File: src/rtl/wdog_pkg.sv
package wdog_pkg;
  typedef enum logic [1:0] {
    CMD_NONE  = 2'd0,
    CMD_CLEAR = 2'd1,
    CMD_SLEEP = 2'd2
  } wdog_cmd_e;

  function automatic wdog_cmd_e decode_cmd(input logic clr, input logic slp);
    if (clr)      return CMD_CLEAR;
    else if (slp) return CMD_SLEEP;
    else          return CMD_NONE;
  endfunction
endpackage

File: src/rtl/wdog_prescale.sv
module wdog_prescale #(
  parameter int CNT_W = 8
) (
  input  logic clk,
  input  logic rst,
  input  logic restart,
  input  logic step,
  output logic carry
);
  localparam logic [CNT_W-1:0] CNT_MAX = {CNT_W{1'b1}};

  logic [CNT_W-1:0] cnt_q;

  always_ff @(posedge clk) begin
    if (rst || restart) cnt_q <= '0;
    else if (step)      cnt_q <= cnt_q + 1'b1;
  end

  // carry out on the tick that wraps the counter
  assign carry = step && (cnt_q == CNT_MAX);
endmodule

File: src/rtl/wdog_postscale.sv
module wdog_postscale #(
  parameter int POST_W = 7,
  parameter int SEL_W  = 3
) (
  input  logic             clk,
  input  logic             rst,
  input  logic             restart,
  input  logic             carry,
  input  logic [SEL_W-1:0] sel,
  output logic             expire
);
  logic [POST_W-1:0] post_q;
  logic [POST_W-1:0] mask;

  // low 'sel' bits participate in the terminal-count match
  always_comb begin
    for (int i = 0; i < POST_W; i++) begin
      mask[i] = (i < int'(sel));
    end
  end

  assign expire = carry && ((post_q & mask) == mask);

  always_ff @(posedge clk) begin
    if (rst || restart) post_q <= '0;
    else if (expire)    post_q <= '0;
    else if (carry)     post_q <= post_q + 1'b1;
  end
endmodule

File: src/rtl/wdog_status.sv
module wdog_status
  import wdog_pkg::*;
(
  input  logic clk,
  input  logic rst,
  input  logic clr,
  input  logic slp,
  input  logic expire,
  output logic reset_req,
  output logic wake_pulse,
  output logic to_n,
  output logic pd_n,
  output logic asleep
);
  wdog_cmd_e cmd;
  assign cmd = decode_cmd(clr, slp);

  always_ff @(posedge clk) begin
    if (rst) begin
      reset_req  <= 1'b0;
      wake_pulse <= 1'b0;
      to_n       <= 1'b1;
      pd_n       <= 1'b1;
      asleep     <= 1'b0;
    end else begin
      reset_req  <= 1'b0;
      wake_pulse <= 1'b0;
      unique case (cmd)
        CMD_CLEAR: begin
          to_n   <= 1'b1;
          pd_n   <= 1'b1;
          asleep <= 1'b0;
        end
        CMD_SLEEP: begin
          to_n   <= 1'b1;
          pd_n   <= 1'b0;
          asleep <= 1'b1;
        end
        default: begin
          if (expire) begin
            to_n <= 1'b0;
            if (asleep) begin
              wake_pulse <= 1'b1;
              asleep     <= 1'b0;
            end else begin
              reset_req  <= 1'b1;
            end
          end
        end
      endcase
    end
  end
endmodule

File: src/rtl/wdog_timer.sv
module wdog_timer #(
  parameter int CNT_W  = 8,
  parameter int POST_W = 7,
  localparam int SEL_W = $clog2(POST_W + 1)
) (
  input  logic             clk,
  input  logic             rst,
  input  logic             osc_tick,
  input  logic             wdt_en,
  input  logic             clr_cmd,
  input  logic             sleep_cmd,
  input  logic [SEL_W-1:0] ratio_sel,
  output logic             reset_req,
  output logic             wake_pulse,
  output logic             to_n,
  output logic             pd_n,
  output logic             asleep
);
  logic restart;
  logic step;
  logic carry;
  logic expire;

  assign restart = clr_cmd || sleep_cmd;
  assign step    = osc_tick && wdt_en;

  wdog_prescale #(.CNT_W(CNT_W)) u_pre (
    .clk(clk), .rst(rst), .restart(restart), .step(step), .carry(carry)
  );

  wdog_postscale #(.POST_W(POST_W), .SEL_W(SEL_W)) u_post (
    .clk(clk), .rst(rst), .restart(restart), .carry(carry),
    .sel(ratio_sel), .expire(expire)
  );

  wdog_status u_stat (
    .clk(clk), .rst(rst), .clr(clr_cmd), .slp(sleep_cmd), .expire(expire),
    .reset_req(reset_req), .wake_pulse(wake_pulse),
    .to_n(to_n), .pd_n(pd_n), .asleep(asleep)
  );
endmodule

File: config.mk
export PLATFORM = sky130hd
export DESIGN_NAME = wdog_timer
export DESIGN_NICKNAME = d
export VERILOG_FILES = /design/src/rtl/wdog_pkg.sv /design/src/rtl/wdog_prescale.sv /design/src/rtl/wdog_postscale.sv /design/src/rtl/wdog_status.sv /design/src/rtl/wdog_timer.sv
export SDC_FILE = /design/constraint.sdc
export NUM_CORES = 1
export LEC_CHECK = 0
export ABC_AREA = 0
export BUFFER_PORTS_ARGS = -buffer_cell sky130_fd_sc_hd__buf_2
export CELL_PAD_IN_SITES_DETAIL_PLACEMENT = 0
export CELL_PAD_IN_SITES_GLOBAL_PLACEMENT = 1
export CORE_ASPECT_RATIO = 1.1
export CORE_UTILIZATION = 44
export DETAILED_ROUTE_END_ITERATION = 10
export PLACE_DENSITY = 0.8
export SYNTH_ARGS = -nofsm -noshare
export SYNTH_HDL_FRONTEND = slang
export SYNTH_SLANG_ARGS = --single-unit
File: constraint.sdc
create_clock -name clk -period 3.3 [get_ports clk]
set_clock_uncertainty 0.05 [all_clocks]
set_input_delay 0.495 -clock clk [delete_from_list [all_inputs] [get_ports clk]]
set_output_delay 0.495 -clock clk [all_outputs]
set_load 0.1 [all_outputs]
---- Word-level counts from Yosys, hierarchy flattened ----
Cells that the tools add are included.
operators by class
  eq/ne operators ......................... 4
  $add $sub $neg .......................... 2
  multiplexer cells ....................... 7
  order comparisons ....................... 7
  bitwise gates (word level) .............. 2
  reductions and logical operators ........ 10
operators by type and width
  operator                                                               number
  3-bit < comparator, first input constant                               3
  8-bit by 1-bit adder with 8-bit output, second input constant          1
  8-bit equality test, second input constant                             1
  7-bit by 1-bit adder with 7-bit output, second input constant          1
  7-bit bitwise AND                                                      1
  7-bit equality test                                                    1
  1-bit by 3-bit < comparator with 1-bit output, first input constant    2
  2-bit by 3-bit < comparator with 1-bit output, first input constant    2
  2-bit two-way mux                                                      2
  1-bit case mux with 2 select lines                                     2
  4-bit OR reduction                                                     1
  1-bit logical AND                                                      3
  1-bit two-way mux                                                      3
  3-bit nonzero test                                                     1
  3-bit OR reduction                                                     1
  2-bit by 1-bit equality test with 1-bit output, second input constant  1
  2-bit equality test, second input constant                             1
  1-bit logical OR                                                       2
  2-bit nonzero test                                                     1
  2-bit OR reduction                                                     1
  1-bit NOT                                                              1
word-level totals
  register bits after elaboration ......... 20
  output and inout bits ................... 5
  logic and storage cells ................. 39
  input port bits ......................... 9

---- Logic depth before layout (Yosys ltp) ----
  depth in word-level cells ............... 6
  mapped depth ............................ 6
  mapped depth without buffers ............ 5

---- Cells and area by module ----
From an unflattened synthesis, not the netlist that was laid out.
second synthesis, totals
  cell total of the unflattened synthesis .. 99
  area, all modules ....................... 960.9 µm²
modules (own cells, without submodules)
  module          cells each  instances  area an instance (µm²)  sequential area each (µm²)
  wdog_postscale  42          1          434.2                   140.1
  wdog_prescale   40          1          354.1                   160.2
  wdog_status     15          1          160.2                   100.1
  wdog_timer      2           1          12.5                    0.0

---- Worst setup path after synthesis ----
OpenSTA, ideal clock, no wires.
  path type ............................... register to register
  start ................................... register u_pre.cnt_q[0]
  end ..................................... register u_post.post_q[6]
  library setup time ...................... 0.079 ns
  data required time ...................... 3.171 ns
  cell stages (with the launch flop) ...... 6
  period minus slack after synthesis ...... 1.958 ns
  arrival ................................. 1.829 ns
  buffers on the path ..................... 0
  slack ................................... 1.342 ns
  cells stage by stage .................... dfxtp_1 -> ha_1 -> nand4_4 -> or4_4 -> or4_4 -> a211oi_2
between the ends
  longest elaborated chain between the ends .. 4
ends and longest elaborated chain
  element                              line                  text
  start: declaration                   wdog_prescale.sv:12   logic [CNT_W-1:0] cnt_q;
  start signal: assignment             wdog_prescale.sv:16   else if (step) cnt_q <= cnt_q + 1'b1;
  8-bit equality test (*)              wdog_prescale.sv:20   assign carry = step && (cnt_q == CNT_MAX);
  1-bit logical AND (*)                wdog_prescale.sv:20
  1-bit logical AND                    wdog_postscale.sv:22  assign expire = carry && ((post_q & mask) == mask);
  2-bit OR reduction (no source line)  n/a
  end signal: assignment               wdog_postscale.sv:27  else if (carry) post_q <= post_q + 1'b1;
  end: declaration                     wdog_postscale.sv:12  logic [POST_W-1:0] post_q;
Every way passes the cells marked *; elsewhere a longest branch is shown, timed or not.
A chain may end at the register's enable or synchronous reset.

---- Final worst setup path ----
Ends and elaborated chain as after synthesis.

==> results_dict.tcl <==
set metrics [dict create \
    cts_buffers 3 \
    yosysTopAreaCell "dfxtp_1" \
    synth.area.top_cells "dfxtp_1, xnor2_1, nand3_1" \
    setup_viol 0 \
    synthesis.instances 106 \
    core_area_sq_mm 0.00202 \
    layout.nets 132 \
    ant_nets 0 \
    yosysTopAreaCellShare_pct 42.4 \
    clkTransAtPathRegs_ps 110 \
    arrival_ps 2260 \
    hold_depth 2 \
    clk_latency_ps 300 \
    cp_num_buf_inv 0 \
    crit_family "simple AND/OR/NAND/NOR gates" \
    mostFrequentLayoutCell "dfxtp_1" \
    powerDensity_mw_per_mm2 436 \
    ir_drop_uv 297 \
    synth_cell_types 32 \
    async_flop_share_pct 0 \
    crit_path_start "u_pre.cnt_q[0]" \
    clk_path_buf_depth 2 \
    die_w_um 46.2 \
    cts_root_buf "clkbuf_4" \
    track_usage_pct 18.1 \
    insertedDiodeCount 0 \
    cts_setup_buffers 0 \
    grt_overflow 0 \
    netlist_area_sq_um 943 \
    holdPathEnd "u_stat.pd_n" \
    r2r-end "u_post.post_q[6]" \
    vias 802 \
    drtIter0Drc 13 \
    postCtsResizedCells 0 \
    period_needed_ps 2080 \
    cp_max_fo 7 \
    timing.rr.start "u_pre.cnt_q[0]" \
    synthFlopType "dfxtp_1" \
    postSynthAreaPerCell_sq_um 8.90 \
    max_slew.worst_pin.slew_ps 551 \
    rsz0062_at_grt "no" \
    fin_area_sq_mm 0.00108 \
    finalCritPeriodShare_pct 63.1 \
    grt_max_degree 16 \
    path_class "reg2reg" \
    grt_pass1_vias 707 \
    port_buffers 13 \
    synth-edff-count 0 \
    synthToLayoutAreaGrowth_pct 14.6 \
    hold_start "sleep_cmd" \
    hold_buffers 0 \
    syn-num-nets 117 \
    cp_slowest_cell "or4_4" \
    grt_pass1_wl_um 3060 \
    fp.dieArea_sq_mm 0.00233 \
    cts_tree "done" \
    reg2reg_slack_ps 1220 \
    cp_common_cell "or4_4" \
    maxCapViolCount 0 \
    slowest_delay_ps 560 \
    fmax_mhz 480 \
    dr.pass1.iters 4 \
    finalWeightedCongestion 0.799 \
    rows 17 \
    r2r_cells 5 \
    synth-seq-cells 20 \
    hold_viol_final 0 \
    final_cell_mix "dfxtp_1, buf_2, nor2_1" \
    tns_ps 0 \
    p_leak_nw 0.382 \
    ios 14 \
    required_ps 3480 \
    drive_above_1_share_pct 19.2 \
    die_h_um 50.6 \
    drv_slew 0 \
    antenna_found_initial 0 \
    crit_path_end_kind "flip-flop" \
    wirelength_um 1770 \
    status "complete, no violations" \
    hold_class "in2reg" \
    htreeDepth 1 \
    start_util_pct 46.7 \
    dp_hpwl_um 1370 \
    synth_warnings 0 \
    dp_slack_ps 1180 \
    p_total_w 0.000471 \
    slew_headroom_pct 63.0 \
    start_kind "flip-flop" \
    yosysSeqAreaShare_pct 42.4 \
    path_cells "ha_1 > nand4_4 > or4_4 > or4_4 > a211oi_2" \
    postPlaceCellArea_sq_mm 0.00103 \
    wl_per_cell_um 12.0 \
    avgViaCountPerCell 5.42 \
    cts.sinks 20 \
    fin_ws_ps 1220 \
    drc 0 \
]
-- where the power goes --
| group | total [W] | internal [W] | switching [W] |
|---|---|---|---|
| registers | 0.000244 | 0.000243 | 0.000000799 |
| clock network | 0.000199 | 0.000123 | 0.0000762 |
| logic | 0.0000284 | 0.00000871 | 0.0000197 |
-- cell families after synthesis --
family,Yosys count,synth area share (%)
compound gates,15,10.7
xor+xnor,10,9.28
fa+ha+maj,2,2.65
buf+inv,10,4.38
flops,20,42.4
mux,1,1.06
simple gates,48,29.4
-- flip-flops by register name, indices dropped and copies added (netlist names) --
signal             count
u_stat.wake_pulse      1
u_post.post_q          7
u_stat.pd_n            1
u_stat.to_n            1
u_pre.cnt_q            8
u_stat.reset_req       1
u_stat.asleep          1
-- cell usage after synthesis (2+ instances only) --
| cell | n |
|---|---|
| ha_1 | 2 |
| and3_1 | 3 |
| nand3_1 | 8 |
| xnor2_1 | 7 |
| or3_1 | 3 |
| nor2_1 | 9 |
| nor4_1 | 3 |
| a21oi_1 | 3 |
| xor2_1 | 3 |
| nor2b_1 | 2 |
| or4_4 | 2 |
| clkbuf_1 | 2 |
| dfxtp_1 | 20 |
| nand2_1 | 5 |
| o21ai_0 | 5 |
| nor3_1 | 7 |
| inv_1 | 7 |
-- routing by layer --
metal	routed length (um)	track usage, %	vias to the layer above
met4	25	8.82	0
met1	815	24.7	371
met2	857	26.8	20
li1	-	-	407
met5	0	0	-
met3	74	3.24	4
-- stage by stage --
stage | hold WS [ps] | util (%) | instances
2_1_floorplan | 399 | - | 106
3_3_place_gp | 406 | 50.9 | 144
3_5_place_dp | 412 | 50.9 | 144
4_1_cts | 359 | 53.5 | 148
5_1_grt | 346 | 53.5 | 148
6_report | 359 | 53.5 | 148
-- cell type report --
type | instances | area [sq um]
Timing Repair Buffer | 13 | 65.1
Fill cell | 205 | 940
Clock inverter | 1 | 30.0
Sequential cell | 20 | 400
Inverter | 7 | 26.3
Multi-Input combinational cell | 76 | 502
Clock buffer | 3 | 22.5
Tap cell | 28 | 35.0
-- worst reg2reg max path: stages, from the launching register on --
cell and delay, ps:
dfxtp_1 390, ha_1 230, nand4_4 150, or4_4 560, or4_4 430, a211oi_2 210
-- how the worst max path moves through the flow --
stage	cells after the start	end
4_1_cts	5	u_post.post_q[6]
3_5_place_dp	5	u_post.post_q[6]
2_1_floorplan	5	u_post.post_q[6]
5_1_grt	5	u_stat.wake_pulse
6_report	5	u_post.post_q[6]
3_3_place_gp	5	u_post.post_q[6]
Power figures use the tool's default switching activity.
